**config.mk**
```make
export PLATFORM = sky130hd
export DESIGN_NAME = refresh_pacer
export DESIGN_NICKNAME = d
export VERILOG_FILES = /design/src/rtl/refresh_pkg.sv /design/src/rtl/refi_timer.sv /design/src/rtl/debt_ledger.sv /design/src/rtl/refresh_pacer.sv
export SDC_FILE = /design/constraint.sdc
export NUM_CORES = 1
export LEC_CHECK = 0
export BUFFER_PORTS_ARGS = -buffer_cell sky130_fd_sc_hd__buf_2
export CAP_MARGIN = 15
export CORE_MARGIN = 4
export CORE_UTILIZATION = 35
export CTS_BUF_LIST = sky130_fd_sc_hd__clkbuf_4 sky130_fd_sc_hd__clkbuf_8
export DETAILED_ROUTE_END_ITERATION = 10
export GPL_ROUTABILITY_DRIVEN = 0
export GPL_TIMING_DRIVEN = 0
export PLACE_DENSITY = 0.51
export SYNTH_ARGS = -nofsm -noshare
export SYNTH_HDL_FRONTEND = slang
export SYNTH_SLANG_ARGS = --single-unit
```
**constraint.sdc**
```tcl
create_clock -name clk -period 3.3 [get_ports clk]
set_clock_uncertainty 0.2 [all_clocks]
set_input_delay 0.66 -clock clk [delete_from_list [all_inputs] [get_ports clk]]
set_output_delay 0.66 -clock clk [all_outputs]
set_load 0.02 [all_outputs]
```
**src/rtl/refresh_pkg.sv**
```systemverilog
package refresh_pkg;
  // Whole clocks that fit in a time span, at least one.
  function automatic int unsigned interval_clocks(input int unsigned span_ps,
                                                  input int unsigned period_ps);
    int unsigned q;
    q = span_ps / period_ps;
    return (q < 1) ? 1 : q;
  endfunction
endpackage

```
**src/rtl/refi_timer.sv**
```systemverilog
module refi_timer #(
  parameter int LIM_NORMAL = 3120,
  parameter int LIM_HOT    = 1560,
  parameter int CW         = 12
) (
  input  logic clk,
  input  logic rst_n,
  input  logic hot,
  output logic tick
);
  localparam int LIM_MAX = (LIM_NORMAL > LIM_HOT) ? LIM_NORMAL : LIM_HOT;

  logic [CW-1:0] cnt;
  logic [CW-1:0] last;

  // The interval is picked on every cycle, so a band change affects the
  // running count without restarting it.
  assign last = hot ? CW'(LIM_HOT - 1) : CW'(LIM_NORMAL - 1);
  assign tick = (cnt >= last);

  always_ff @(posedge clk or negedge rst_n) begin
    if (!rst_n) cnt <= '0;
    else if (tick) cnt <= '0;
    else cnt <= cnt + CW'(1);
  end

  a_r2_cnt_in_range: assert property (@(posedge clk) disable iff (!rst_n)
    (int'(cnt) < LIM_MAX));
  a_r4_wrap_after_tick: assert property (@(posedge clk) disable iff (!rst_n)
    tick |=> (cnt == '0));
  a_r4_no_restart: assert property (@(posedge clk) disable iff (!rst_n)
    !tick |=> (cnt == $past(cnt) + CW'(1)));
endmodule

```
**src/rtl/debt_ledger.sv**
```systemverilog
module debt_ledger #(
  parameter int MAX_DEBT = 8,
  parameter int DW       = 4
) (
  input  logic clk,
  input  logic rst_n,
  input  logic tick,
  input  logic grant,
  output logic req,
  output logic urgent
);
  logic [DW-1:0] debt;
  logic [DW-1:0] debt_nx;
  logic          take;
  logic          at_cap;

  assign at_cap = (debt == DW'(MAX_DEBT));
  assign req    = (debt != '0);
  assign urgent = at_cap;
  assign take   = req & grant;

  always_comb begin
    debt_nx = debt;
    if (tick && !take && !at_cap) debt_nx = debt + DW'(1);
    else if (take && !tick) debt_nx = debt - DW'(1);
  end

  always_ff @(posedge clk or negedge rst_n) begin
    if (!rst_n) debt <= '0;
    else debt <= debt_nx;
  end

  a_r9_no_overflow: assert property (@(posedge clk) disable iff (!rst_n)
    (int'(debt) <= MAX_DEBT));
  a_r5_req_holds: assert property (@(posedge clk) disable iff (!rst_n)
    (req && !grant) |=> req);
  a_r8_urgent_implies_req: assert property (@(posedge clk) disable iff (!rst_n)
    urgent |-> req);
  a_r7_pair_keeps_debt: assert property (@(posedge clk) disable iff (!rst_n)
    (tick && req && grant) |=> $stable(debt));
  a_r6_idle_grant: assert property (@(posedge clk) disable iff (!rst_n)
    (!req && !tick) |=> !req);
endmodule

```
**src/rtl/refresh_pacer.sv**
```systemverilog
module refresh_pacer #(
  parameter int CLK_PERIOD_PS  = 2500,
  parameter int NORMAL_SPAN_PS = 7_800_000,
  parameter int HOT_SPAN_PS    = 3_900_000,
  parameter int MAX_DEBT       = 8
) (
  input  logic clk,
  input  logic rst_n,
  input  logic hot_band,
  input  logic refresh_grant,
  output logic refresh_req,
  output logic refresh_urgent
);
  localparam int LIM_N = int'(refresh_pkg::interval_clocks(NORMAL_SPAN_PS, CLK_PERIOD_PS));
  localparam int LIM_H = int'(refresh_pkg::interval_clocks(HOT_SPAN_PS, CLK_PERIOD_PS));
  localparam int LIM_MAX = (LIM_N > LIM_H) ? LIM_N : LIM_H;
  localparam int CW = (LIM_MAX > 1) ? $clog2(LIM_MAX) : 1;
  localparam int DW = $clog2(MAX_DEBT + 1);

  logic tick;

  refi_timer #(.LIM_NORMAL(LIM_N), .LIM_HOT(LIM_H), .CW(CW)) u_timer (
    .clk(clk), .rst_n(rst_n), .hot(hot_band), .tick(tick)
  );

  debt_ledger #(.MAX_DEBT(MAX_DEBT), .DW(DW)) u_ledger (
    .clk(clk), .rst_n(rst_n), .tick(tick), .grant(refresh_grant),
    .req(refresh_req), .urgent(refresh_urgent)
  );

  a_r1_quiet_after_reset: assert property (@(posedge clk)
    $rose(rst_n) |-> (!refresh_req && !refresh_urgent));
endmodule

```
==> impl_metrics.env, run 1 <==
export IMPL_first_pass_iters=4
export IMPL_max_stage_delay_ns=0.31
export IMPL_area_growth_pct=12.41
export IMPL_r2r_start="u_timer.cnt[9]$_DFF_PN0_"
export IMPL_vias=706
export IMPL_cp_common_cell="ha_1"
export IMPL_avgSynthCellArea_sq_um=10.09
export IMPL_crit_slowest_cell="ha_1"
export IMPL_drive_gt1_share_pct=17.14
export IMPL_route_met2_wl_microns=942
export IMPL_synth_nets=111
export IMPL_cts_sinks=16
export IMPL_wl_microns=1841
export IMPL_ioPinCount=6
export IMPL_final_antenna_net_count=0
export IMPL_netlist_area_leader_share_pct=40.51
export IMPL_drtIter0Drc=26
export IMPL_drcViolationCount=0
export IMPL_fp_row_count=19
export IMPL_critPathLaunchType="input port"
export IMPL_finalInstanceArea_sq_um=1111
export IMPL_status="completed"
export IMPL_hp_class="input port to asynchronous set/reset pin"
export IMPL_grt_max_degree=17
export IMPL_cts_max_level=1
export IMPL_critPathTopFamily="simple AND/OR/NAND/NOR gates"
export IMPL_leakagePower_nw=0.5164
export IMPL_ctsHoldBuffers=0
export IMPL_slew_violations=0
export IMPL_path_max_fanout=10
export IMPL_final_nets=119
export IMPL_initial_utilization_pct=36.16
export IMPL_r2r_setup_slack_ns=0.30
export IMPL_reg2reg_to="u_ledger.debt[3]$_DFFE_PN0P_"
export IMPL_dpl_cell_area_sq_um=1051
export IMPL_grtUsageTotal_pct=12.05
export IMPL_ys_seq_area_share_pct=40.51
export IMPL_crit_chain="buf_2 -> inv_1 -> ha_1 -> nand4b_1 -> a211oi_2 -> or2_4 -> buf_6 -> nand2_1 -> ha_1 -> a21o_1 -> a21oi_4 -> or3_1 -> a211o_1"
export IMPL_synth_cell_types=34
export IMPL_critPathArrivalTime_ns=3.11
export IMPL_wl_met1_microns=880
export IMPL_overflow=0
export IMPL_finalHoldViolations=0
export IMPL_post_route_period_util_pct=95.08
export IMPL_drv_cap=0
export IMPL_p_per_area_nw_per_um2=796.1
export IMPL_coreArea_sq_um=2734
export IMPL_grt_pass1_vias=741
export IMPL_fin_tns_setup_ns=0
export IMPL_cp_endpoint="u_ledger.debt[3]$_DFFE_PN0P_"
export IMPL_root_buffer="clkbuf_4"
export IMPL_die_h_microns=61.14
export IMPL_ys_warn_count=0
export IMPL_path_buf_inv=3
export IMPL_yosys_register_bits=16
export IMPL_dp_hpwl_microns=1378
export IMPL_netlist_top_cells_area="dfrtp_1, ha_1, xnor2_1, xor2_1, nor2_1"
export IMPL_antenna_found_initial=0
export IMPL_fin_crit_ns=3.138
export IMPL_vias_per_cell=5.191
export IMPL_ff2ff_path_depth=11
export IMPL_grt_pass1_wl_microns=3401
export IMPL_cts_buffers=3
export IMPL_synth_area_sq_um=988.4
export IMPL_grt_setup_unrepaired="false"
export IMPL_dieArea_sq_um=3738
export IMPL_critical_path_required_ns=3.27
export IMPL_yosys_area_top_type="dfrtp_1"
export IMPL_diodes=0
export IMPL_crit_start="hot_band"
export IMPL_dr_max_layer_used="met3"
export IMPL_dieWidth_microns=61.14
export IMPL_clkLatencyLatePin_ns=0.28
export IMPL_cts_tree="done"
export IMPL_vdd_drop_max_mv=0.4034
export IMPL_fmax_mhz=318.7
export IMPL_relSlewSlack_pct=71.83
export IMPL_postCtsSetupRepairBufs=0
export IMPL_synthCells=98
export IMPL_dr_wl_met3_microns=17
export IMPL_path_clk_slew_ns=0.10
export IMPL_path_class="input port to flop"
export IMPL_cts_path_max_buffers=2
export IMPL_portBuffers=4
export IMPL_routedWlPerCell_microns=13.54
export IMPL_worstSetupEndpointType="flop"
export IMPL_worst_slew_pin_slew_ns=0.4193
export IMPL_finalSetupViolations=0
export IMPL_worstSetupPathDepth=13
-- synth_stat cells (all sizes together) --
library cell and count:
nand2 3, dfrtp 16, fa 1, nor3b 1, and2 4, nand4 1
a21oi 3, a31oi 1, and3 5, a21o 1, o22ai 1, nor3 2
nand4b 1, buf 1, nand3 4, o21ai 1, ha 8, or3 2
and4 1, o2bb2ai 2, clkbuf 2, a211o 1, xor2 5, nor2 12
inv 4, xnor2 8, mux2i 3, a211oi 2, or2 1, nand4bb 1
-- sequential cells by signal, indices dropped and copies added (netlist names) --
register       cells
u_timer.cnt       12
u_ledger.debt      4
-- layout by cell type, fill, tap and decap left out, types with 2 or more instances in the layout --
| cell | instances |
|---|---|
| a211oi_2 | 2 |
| nand3_1 | 4 |
| mux2i_1 | 3 |
| and2_1 | 3 |
| a21oi_1 | 2 |
| buf_2 | 4 |
| nor2_1 | 11 |
| dfrtp_1 | 16 |
| xnor2_1 | 8 |
| nor3_1 | 2 |
| o2bb2ai_1 | 2 |
| nand2_1 | 3 |
| and3_2 | 2 |
| ha_1 | 8 |
| inv_1 | 4 |
| xor2_1 | 5 |
| and3_1 | 3 |
| or3_1 | 2 |
| clkbuf_4 | 3 |
-- layer usage --
| metal | track usage [%] | up-vias |
|---|---|---|
| li1 | - | 360 |
| met1 | 15.87 | 340 |
| met2 | 19.79 | 6 |
| met3 | 0.8386 | 0 |
| met4 | 6.192 | 0 |
| met5 | 0 | - |
-- worst min path at each step --
stage,cells past startpoint,startpoint,endpoint
after floorplan,0,rst_n,u_ledger.debt[0]$_DFFE_PN0P_
final,1,rst_n,u_timer.cnt[3]$_DFF_PN0_
after detailed placement,1,u_timer.cnt[0]$_DFF_PN0_,u_timer.cnt[0]$_DFF_PN0_
after CTS,1,rst_n,u_timer.cnt[3]$_DFF_PN0_
after global placement,1,u_timer.cnt[0]$_DFF_PN0_,u_timer.cnt[0]$_DFF_PN0_
after global routing,1,rst_n,u_timer.cnt[5]$_DFF_PN0_
-- where the power goes --
| group | total [mW] | switching [mW] | internal (mW) |
|---|---|---|---|
| combinational | 0.384 | 0.192 | 0.192 |
| clock | 0.128 | 0.0613 | 0.0671 |
| sequential | 0.372 | 0.0941 | 0.278 |
| total | 0.885 | 0.347 | 0.537 |
-- cell type report --
| type | instances | area [sq um] |
|---|---|---|
| clock buffer | 4 | 36.28 |
| inverter | 4 | 15.01 |
| sequential | 16 | 400.4 |
| timing repair buffer | 4 | 20.02 |
| tap | 31 | 38.79 |
| buffer | 2 | 15.01 |
| multi-input combinational | 75 | 585.6 |
| fill | 265 | 1623 |
-- what timing repair did --
action                     4_1_cts  5_1_grt
setup endpoints to repair        1        1
pin swaps                        0        1
resized for setup                3        3
-- through the flow --
stage	power (mW)	hold WS (ns)	worst slack [ns]	util, %	instances
floorplan	0.6467	0.1644	0.06361	-	98
global placement	0.7205	0.2773	-0.3563	38.44	133
detailed placement	0.7389	0.2776	-0.3997	38.44	133
CTS	0.8796	0.07828	0.02285	40.18	137
global route	0.9712	0.08422	0.01481	40.64	136
finish	0.8845	0.07648	0.1622	40.64	136
-- kinds of logic after synthesis --
logic type,Yosys count,synth area share [%]
muxes,3,3.038
DFF,16,40.51
and+or+nand+nor,38,21.27
adders and majority gates,9,12.15
buffers and inverters,7,2.784
AOI/OAI and AO/OA,12,8.735
xor gates and xnor gates,13,11.52
Note: power is estimated with default switching activity, not from simulation.
==> inputs of run 2 (changes only) <==
--- a/config.mk
+++ b/config.mk
@@ -8,5 +8,4 @@
 export BUFFER_PORTS_ARGS = -buffer_cell sky130_fd_sc_hd__buf_2
 export CAP_MARGIN = 15
-export CORE_MARGIN = 4
 export CORE_UTILIZATION = 35
 export CTS_BUF_LIST = sky130_fd_sc_hd__clkbuf_4 sky130_fd_sc_hd__clkbuf_8
==> constraint.sdc (replaced) <==
create_clock -name clk -period 3.3 [get_ports clk]
set_clock_uncertainty 0.2 [all_clocks]
set_input_delay 0.66 -clock clk [delete_from_list [all_inputs] [get_ports clk]]
set_output_delay 0.66 -clock clk [all_outputs]
set_load 0.01 [all_outputs]
==> impl_metrics.env, run 2 (same netlist as run 1, synthesis figures left out) <==
export IMPL_critPathArrivalTime_ns=3.11
export IMPL_die_h_microns=55.14
export IMPL_fin_tns_setup_ns=0
export IMPL_fin_crit_ns=3.123
export IMPL_finalHoldViolations=0
export IMPL_post_place_ws_ns=-0.4455
export IMPL_diodes=0
export IMPL_placed_cells=132
export IMPL_fp_row_count=18
export IMPL_relSlewSlack_pct=72.75
export IMPL_drive_gt1_share_pct=17.14
export IMPL_critPathTopFamily="simple AND/OR/NAND/NOR gates"
export IMPL_grtUsageTotal_pct=15.49
export IMPL_clkLatencyLatePin_ns=0.29
export IMPL_p_per_area_nw_per_um2=797.5
export IMPL_ioPinCount=6
export IMPL_dr_max_layer_used="met4"
export IMPL_path_clk_slew_ns=0.10
export IMPL_route_met2_wl_microns=850
export IMPL_ff2ff_path_depth=10
export IMPL_fmax_mhz=320.2
export IMPL_max_stage_delay_ns=0.31
export IMPL_first_pass_iters=3
export IMPL_dr_wl_met3_microns=44
export IMPL_routedWlPerCell_microns=13.64
export IMPL_coreArea_sq_um=2567
export IMPL_critical_path_required_ns=3.28
export IMPL_vias_per_cell=5.215
export IMPL_vdd_drop_max_mv=0.4063
export IMPL_final_antenna_net_count=0
export IMPL_dp_hpwl_microns=1340
export IMPL_ctsHoldBuffers=0
export IMPL_timing_final_ws_setup_ns=0.1766
export IMPL_finalPower_uw=882.1
export IMPL_cts_path_max_buffers=2
export IMPL_post_route_period_util_pct=94.65
export IMPL_root_buffer="clkbuf_4"
export IMPL_initial_utilization_pct=38.50
export IMPL_final_common_cell="dfrtp_1"
export IMPL_path_class="input port to flop"
export IMPL_portBuffers=4
export IMPL_worst_slew_pin_slew_ns=0.4057
export IMPL_grt_pass1_wl_microns=3222
export IMPL_grt_pass1_vias=691
export IMPL_regMostFlops="u_timer.cnt"
export IMPL_hp_class="input port to asynchronous set/reset pin"
export IMPL_largest_register_ffs=12
export IMPL_drtIter0Drc=4
export IMPL_dieArea_sq_um=3040
export IMPL_cts_buffers=3
export IMPL_cts_tree="done"
export IMPL_crit_slowest_cell="or3_1"
export IMPL_drv_cap=0
export IMPL_cp_common_cell="ha_1"
export IMPL_largestRegisters="u_timer.cnt x12, u_ledger.debt x4"
export IMPL_final_cell_mix="dfrtp_1, nor2_1, xnor2_1, ha_1, xor2_1"
export IMPL_path_buf_inv=2
export IMPL_wl_met1_microns=928
export IMPL_stdcell_count=135
export IMPL_path_max_fanout=13
export IMPL_dieWidth_microns=55.14
export IMPL_overflow=0
export IMPL_wl_microns=1842
export IMPL_worstSetupEndpointType="flop"
export IMPL_grt_max_degree=17
export IMPL_cts_max_level=1
export IMPL_antenna_found_initial=0
export IMPL_status="completed"
export IMPL_post_route_util_pct=43.08
export IMPL_slew_violations=0
export IMPL_critPathLaunchType="input port"
export IMPL_area_growth_pct=11.90
export IMPL_leakagePower_nw=0.5156
export IMPL_final_nets=119
export IMPL_drcViolationCount=0
export IMPL_finalSetupViolations=0
export IMPL_crit_chain="buf_2 -> inv_1 -> ha_1 -> nand4b_1 -> a211oi_2 -> or2_4 -> nand2_1 -> ha_1 -> a21o_1 -> a21oi_4 -> or3_1 -> a211o_1"
export IMPL_cts_sinks=16
export IMPL_vias=704
export IMPL_worstSetupPathDepth=12
-- run 2: cell type report --
type / instances / area, sq um
fillers: 274 / 1461
multi-input cells: 75 / 585.6
flip-flops and latches: 16 / 400.4
well taps: 30 / 37.54
clock buffers: 4 / 36.28
repair buffers: 5 / 27.53
inverters: 4 / 15.01
plain buffers: 1 / 3.754
-- run 2: final timing paths --
kind                                               start                           end  slack [ns]
worst max-delay path                            hot_band  u_ledger.debt[3]$_DFFE_PN0P_        0.18
worst min-delay path                               rst_n      u_timer.cnt[2]$_DFF_PN0_        0.06
worst max register to register  u_timer.cnt[9]$_DFF_PN0_  u_ledger.debt[3]$_DFFE_PN0P_        0.28
worst min register to register  u_timer.cnt[0]$_DFF_PN0_      u_timer.cnt[0]$_DFF_PN0_        0.28
max in group asynchronous                          rst_n  u_ledger.debt[1]$_DFFE_PN0P_        2.58
min in group clk                u_timer.cnt[0]$_DFF_PN0_      u_timer.cnt[0]$_DFF_PN0_        0.28
-- run 2: metal layers --
layer | global-route usage [%] | up-vias
li1 | - | 355
met1 | 20.10 | 337
met2 | 24.30 | 10
met3 | 4.918 | 2
met4 | 5.000 | 0
met5 | 0 | -
-- run 2: stage by stage --
step | hold slack (ns) | area, sq um
floorplan | 0.1644 | 992.2
CTS | 0.06797 | 1085
global route | 0.06653 | 1106
finish | 0.05789 | 1106
detailed placement | 0.2741 | 1050
global placement | 0.2740 | 1050
-- run 2: report_power, final --
group	internal [mW]	switching, mW
Sequential	0.278	0.0957
Clock	0.0672	0.0667
Combinational	0.190	0.184
-- run 2: what timing repair did --
item / 4_1_cts / 5_1_grt
setup buffers: 0 / 1
gates resized for setup: 1 / 4
pin swaps: 0 / 2
endpoints found under the setup margin: 1 / 1
